### src/rtl/evb_pkg.sv
package evb_pkg;

  typedef enum logic {
    EVB_IDLE  = 1'b0,
    EVB_DRAIN = 1'b1
  } evb_state_e;

endpackage

### src/rtl/evb_span.sv
// Maps the two half-line dirty flags onto the first and final word index.
module evb_span #(
  parameter int WORDS = 8,
  localparam int IDX_W = $clog2(WORDS)
) (
  input  logic [1:0]       dirty,
  output logic [IDX_W-1:0] first_idx,
  output logic [IDX_W-1:0] final_idx,
  output logic             any_dirty
);
  localparam int HALF = WORDS / 2;

  always_comb begin
    first_idx = dirty[0] ? '0 : IDX_W'(HALF);
    final_idx = dirty[1] ? IDX_W'(WORDS - 1) : IDX_W'(HALF - 1);
    any_dirty = |dirty;
  end
endmodule

### src/rtl/evb_hold.sv
// Line storage: one address register and one register per word.
module evb_hold #(
  parameter int DATA_W = 32,
  parameter int ADDR_W = 32,
  parameter int WORDS  = 8
) (
  input  logic                    clk,
  input  logic                    rst_n,
  input  logic                    cap_en,
  input  logic [ADDR_W-1:0]       addr_in,
  input  logic [WORDS*DATA_W-1:0] line_in,
  output logic [ADDR_W-1:0]       addr_q,
  output logic [DATA_W-1:0]       word_q [WORDS]
);
  always_ff @(posedge clk or negedge rst_n) begin
    if (!rst_n) begin
      addr_q <= '0;
    end else if (cap_en) begin
      addr_q <= addr_in;
    end
  end

  for (genvar w = 0; w < WORDS; w++) begin : g_word
    always_ff @(posedge clk or negedge rst_n) begin
      if (!rst_n) begin
        word_q[w] <= '0;
      end else if (cap_en) begin
        word_q[w] <= line_in[w*DATA_W +: DATA_W];
      end
    end
  end
endmodule

### src/rtl/evb_seq.sv
// Drain sequencer: walks the word index from the first to the final word.
module evb_seq #(
  parameter int WORDS = 8,
  localparam int IDX_W = $clog2(WORDS)
) (
  input  logic             clk,
  input  logic             rst_n,
  input  logic             start,
  input  logic [IDX_W-1:0] first_idx,
  input  logic [IDX_W-1:0] final_idx,
  input  logic             beat_fire,
  output logic             busy,
  output logic [IDX_W-1:0] idx,
  output logic             at_final
);
  import evb_pkg::*;

  evb_state_e       state_q, state_d;
  logic [IDX_W-1:0] idx_q, idx_d;
  logic [IDX_W-1:0] stop_q, stop_d;

  always_comb begin
    state_d = state_q;
    idx_d   = idx_q;
    stop_d  = stop_q;
    unique case (state_q)
      EVB_IDLE: begin
        if (start) begin
          state_d = EVB_DRAIN;
          idx_d   = first_idx;
          stop_d  = final_idx;
        end
      end
      EVB_DRAIN: begin
        if (beat_fire) begin
          if (idx_q == stop_q) state_d = EVB_IDLE;
          else                 idx_d   = idx_q + 1'b1;
        end
      end
      default: state_d = EVB_IDLE;
    endcase
  end

  always_ff @(posedge clk or negedge rst_n) begin
    if (!rst_n) begin
      state_q <= EVB_IDLE;
      idx_q   <= '0;
      stop_q  <= '0;
    end else begin
      state_q <= state_d;
      idx_q   <= idx_d;
      stop_q  <= stop_d;
    end
  end

  assign busy     = (state_q == EVB_DRAIN);
  assign idx      = idx_q;
  assign at_final = (idx_q == stop_q);
endmodule

### src/rtl/line_evict_buf.sv
module line_evict_buf #(
  parameter int DATA_W = 32,
  parameter int ADDR_W = 32,
  parameter int WORDS  = 8
) (
  input  logic                    clk,
  input  logic                    rst_n,
  input  logic                    ld_valid,
  output logic                    ld_ready,
  input  logic [ADDR_W-1:0]       ld_addr,
  input  logic [WORDS*DATA_W-1:0] ld_data,
  input  logic [1:0]              ld_dirty,
  output logic                    busy,
  output logic                    wr_valid,
  input  logic                    wr_ready,
  output logic [ADDR_W-1:0]       wr_addr,
  output logic [DATA_W-1:0]       wr_data,
  output logic                    wr_last
);
  localparam int IDX_W = $clog2(WORDS);
  localparam int BSH   = $clog2(DATA_W / 8);

  logic [IDX_W-1:0]  first_idx, final_idx, idx;
  logic              any_dirty, start, at_final, beat_fire, busy_i;
  logic [ADDR_W-1:0] addr_q;
  logic [DATA_W-1:0] word_q [WORDS];

  evb_span #(.WORDS(WORDS)) u_span (
    .dirty     (ld_dirty),
    .first_idx (first_idx),
    .final_idx (final_idx),
    .any_dirty (any_dirty)
  );

  assign start     = ld_valid && !busy_i && any_dirty;
  assign beat_fire = busy_i && wr_ready;

  evb_hold #(.DATA_W(DATA_W), .ADDR_W(ADDR_W), .WORDS(WORDS)) u_hold (
    .clk     (clk),
    .rst_n   (rst_n),
    .cap_en  (start),
    .addr_in (ld_addr),
    .line_in (ld_data),
    .addr_q  (addr_q),
    .word_q  (word_q)
  );

  evb_seq #(.WORDS(WORDS)) u_seq (
    .clk       (clk),
    .rst_n     (rst_n),
    .start     (start),
    .first_idx (first_idx),
    .final_idx (final_idx),
    .beat_fire (beat_fire),
    .busy      (busy_i),
    .idx       (idx),
    .at_final  (at_final)
  );

  always_comb begin
    busy     = busy_i;
    ld_ready = !busy_i;
    wr_valid = busy_i;
    wr_last  = busy_i && at_final;
    wr_data  = word_q[idx];
    wr_addr  = addr_q + (ADDR_W'(idx) << BSH);
  end
endmodule

### config.mk
export PLATFORM = sky130hd
export DESIGN_NAME = line_evict_buf
export DESIGN_NICKNAME = d
export VERILOG_FILES = /design/src/rtl/evb_pkg.sv /design/src/rtl/evb_span.sv /design/src/rtl/evb_hold.sv /design/src/rtl/evb_seq.sv /design/src/rtl/line_evict_buf.sv
export SDC_FILE = /design/constraint.sdc
export NUM_CORES = 1
export LEC_CHECK = 0
export ABC_AREA = 1
export BUFFER_PORTS_ARGS = -buffer_cell sky130_fd_sc_hd__buf_2
export CAP_MARGIN = 10
export CORE_ASPECT_RATIO = 1.5
export CORE_MARGIN = 2
export CORE_UTILIZATION = 45
export DETAILED_ROUTE_END_ITERATION = 8
export PLACE_DENSITY_LB_ADDON = 0.3
export SYNTH_ARGS = -nofsm -noshare
export SYNTH_HDL_FRONTEND = slang
export SYNTH_SLANG_ARGS = --single-unit
### constraint.sdc
create_clock -name clk -period 5.2 [get_ports clk]
set_clock_uncertainty 0.15 [all_clocks]
set_input_delay 0 -clock clk [delete_from_list [all_inputs] [get_ports clk]]
set_output_delay 0 -clock clk [all_outputs]
set_load 0.02 [all_outputs]
==> run summary <==
The switching power total came out at about 0.0050 W. The routed length per instance came out at approximately 23 um. The area of the placeable core is roughly 33000 um2. The signed area change from the synthesized netlist to the final layout is 39.3%.

Counting every net in the synthesized netlist gives approximately 1600. The count of instances resized after the clock tree is built came out at 0. The routed design could run at a clock period as short as about 3.5 ns. The maximum buffer depth of the clock tree came out at 3.

Along the worst path, the maximum fanout reaches 97. The largest incremental delay on the critical path is about 0.83 ns. At the worst endpoint, the required time is about 5 ns. In this run, the clock network consumes between 10% and 20% of the power.

The nature of the critical path startpoint is a flip-flop. Setup violations remaining at the end of the flow were counted as 0. In the synthesized netlist, the number of instances is 1323. The y dimension of the die is around 230 um. The overall overflow remaining after global route is 0. The floorplan die width came out at about 150 um. Broken down by cell family, the worst path's largest delay share belongs to buffers and inverters. The global-route wire length before repair is approximately 81000 um. By instance count, the leading cell after synthesis is dfrtp_1. At the pin with the least slew margin, the transition time is 1.03 ns. The number of global-route vias before repair came to ~14000. The count of different cell masters after synthesis is 29. The clock buffer count from CTS came out at 29.

The signal on the critical path passes through inv_4, buf_4, o21ai_1, o22ai_1, nand2_1, nand2_1, buf_2. The power density over the cells is between 500 and 600 nW/um2. For this block, the routed nets add up to 53500 um of wire. The DRC violation total after the first TritonRoute iteration came out at approximately 800. Static timing analysis puts the maximum clock frequency at 283 MHz.

The later pin in the worst-skew pair is clocked with a latency of around 0.57 ns. The number of search-and-repair iterations in the first detailed-routing pass is 5. The leakage power total came out at between 10 and 15 nW. The slowest stage of the critical path belongs to the cell inv_4.

The area fraction of the dominant cell type after synthesis is 49.4%. The number of nets with antenna violations after detailed routing is 0. Ranked by instance count, the synthesized netlist is headed by dfrtp_1 (294), mux2_4 (205), nand2_1 (199). The number of setup buffers added after CTS came out at 0. The async set-reset flop share out of synthesis is between 90% and 100%. Ranked by total cell area, the synthesized netlist is headed by dfrtp_1 (49%), mux2_4 (21%), mux2_2 (5.8%), nand2_1 (5.0%), nor2_1 (4.5%). The number of antenna violations at the first check in global routing is 4. The post-synthesis instance area is 14900 um2. The pin count of the biggest net entering global routing came out at between 150 and 200. The I/O pin total came out at between 300 and 400. For this configuration, the core starts out at a cell density of a little under half. The clock slew seen by the registers of the worst setup and hold paths is around 0.070 ns. The type of the setup path with the least slack is flip-flop to primary output.

The largest total area in the synthesized netlist belongs to dfrtp_1. The switching fraction of total power is about two fifths. Setup repair after global routing left no endpoint under its margin. STA classifies the critical path endpoint as a primary output. The tree is rooted in a clkbuf_16. The fill cell instance count of the final layout came out at ~2500.

Total power for the finished layout comes to approximately 0.012 W. The number of buffers and inverters on the critical path came out at 3. The count of clock tree sinks is between 200 and 300.

The number of hold buffers added after CTS is just under 300. The routed via count divided by cell count is between 5 and 6. Counting stages on the worst path, the most repeated cell is nand2_1. The worst-case IR drop observed on VDD is just over 0.3 mV.

The all-layer global routing usage came out at 30.5%. The synthesis warning total came out at 0. In the final design database the tool counted 2238 nets. The routability congestion estimate is roughly 0.9. The full die area came out at 34600 um2. The count of unresolved DRC violations after routing came out at 0. The fraction of final layout cells sized beyond drive strength 1 is 36.5%. The number of synthesized register bits is between 200 and 300. The final count of pins violating max slew is 0.

The number of max-cap violations came out at 0. The HPWL reported at the end of detailed placement is 33800 um. The sequential cell area fraction in the yosys report is 49.4%. The number of buffers added on ports came out at roughly 360.

The cell-internal power came out at ~0.0073 W. The number of hold violations in the final report is 0. The sequential share of power came out at between 30 and 40%. The run finished with clean final reports. The maximum level of the CTS H-tree came out at 1.

The most frequently used flop master after synthesis is dfrtp_1. The final worst-path cycle share came out at 68.0%. The post-route setup TNS came out at 0 ns. The floorplan has slightly above 80 rows. The worst hold-check path type is input pin to flip-flop. The mean instance size in the synthesized netlist came out at 11.3 um2. The proportion of power drawn by combinational gates is between 40% and 50%.

The remaining max-slew budget at the tightest pin came out at 31.2%. STA puts the critical path data arrival time at between 3 and 4 ns. TritonCTS built the clock tree. The count of flip-flops with a built-in enable after synthesis came out at 0.

The total via count after detailed routing is 12814.
## final timing paths
path | from | to | slack [ns] | cells past startpoint
setup / recovery | u_seq.idx[0]$_DFFE_PN0P_ | wr_data[2] | 1.66 | 7
hold / removal | ld_data[240] | u_hold.word_q[16]$_DFFE_PN0P_ | 0.04 | 3
setup reg to reg | u_seq.idx[0]$_DFFE_PN0P_ | u_seq.idx[2]$_DFFE_PN0P_ | 2.61 | 6
hold reg to reg | u_seq.stop_q[1]$_DFFE_PN0P_ | u_seq.stop_q[1]$_DFFE_PN0P_ | 0.35 | 2
max in group asynchronous | rst_n | u_seq.idx[0]$_DFFE_PN0P_ | 3.49 | 4
min in group asynchronous | rst_n | u_hold.word_q[251]$_DFFE_PN0P_ | 0.44 | 4
## placed cells by master, fill, tap and decap left out, drive strengths merged
master / instances
inv: 29
xnor2: 7
and2: 1
nand3: 12
diode: 3
clkinv: 9
o21ai: 134
bufinv: 1
a21oi: 10
fa: 1
nand2: 201
xor2: 9
nor2: 179
clkbuf: 38
o22ai: 64
clkinvlp: 1
buf: 375
dlygate4sd3: 294
mux2: 282
nand3b: 9
ha: 4
nand4: 3
dfrtp: 294
## cell families after synthesis
group | Yosys count | share of synthesized area (%)
flops | 294 | 49.4
mux | 282 | 26.5
compound gates | 208 | 7.56
simple gates | 405 | 10.7
buf+inv | 113 | 4.46
xor+xnor | 16 | 0.941
fa+ha+maj | 5 | 0.471
## power groups by stage
stage | Combinational, W | Clock [W] | Sequential (W)
3_3_place_gp | 0.00548 | 0 | 0.00437
5_1_grt | 0.00624 | 0.00223 | 0.00453
2_1_floorplan | 0.00415 | 0 | 0.00394
3_5_place_dp | 0.00555 | 0 | 0.00439
4_1_cts | 0.00576 | 0.00213 | 0.00437
6_report | 0.00582 | 0.00211 | 0.00442
## worst register-to-register path, cell delays in order, from the launching register on
cell     delay (ns)
dfrtp_4        0.93
buf_4          0.68
ha_1           0.33
xnor2_1        0.13
o21ai_0        0.11
nand3_1        0.10
nand2_1        0.06
## area by class of cell
| cell class | count | area, um2 | area share [%] |
|---|---|---|---|
| Tap cell | 415 | 519 | 2.50 |
| Clock inverter | 11 | 93.8 | 0.453 |
| Inverter | 29 | 111 | 0.537 |
| Multi-Input combinational cell | 916 | 6880 | 33.2 |
| Timing Repair Buffer | 669 | 4920 | 23.7 |
| Clock buffer | 38 | 840 | 4.05 |
| Antenna cell | 3 | 7.51 | 0.0362 |
| Sequential cell | 294 | 7360 | 35.5 |
## sequential cells by signal, summed over array words and instances, names as in the netlist
signal,flops
u_hold.addr_q,32
u_hold.word_q,256
u_seq.busy,1
u_seq.idx,3
u_seq.stop_q,2
## layer usage
layer,wire [um],track usage [%]
met1,20200,35.4
met2,26900,53.7
met3,2640,3.65
met4,3790,19.4
met5,0,0
## stage by stage
step | worst slack, ns | instance area [um2] | utilization (%) | cells | hold slack [ns]
finish | 1.66 | 20700 | 63.5 | 2375 | 0.0421
global route | 1.47 | 20700 | 63.5 | 2375 | 0.0480
CTS | 1.69 | 20700 | 63.5 | 2372 | 0.0136
detailed placement | 2.31 | 16800 | 51.6 | 2028 | -0.0931
global placement | 2.31 | 16800 | 51.6 | 2028 | -0.101
floorplan | 2.85 | 14900 | - | 1323 | -0.446
Note: power is estimated with default switching activity, not from simulation.
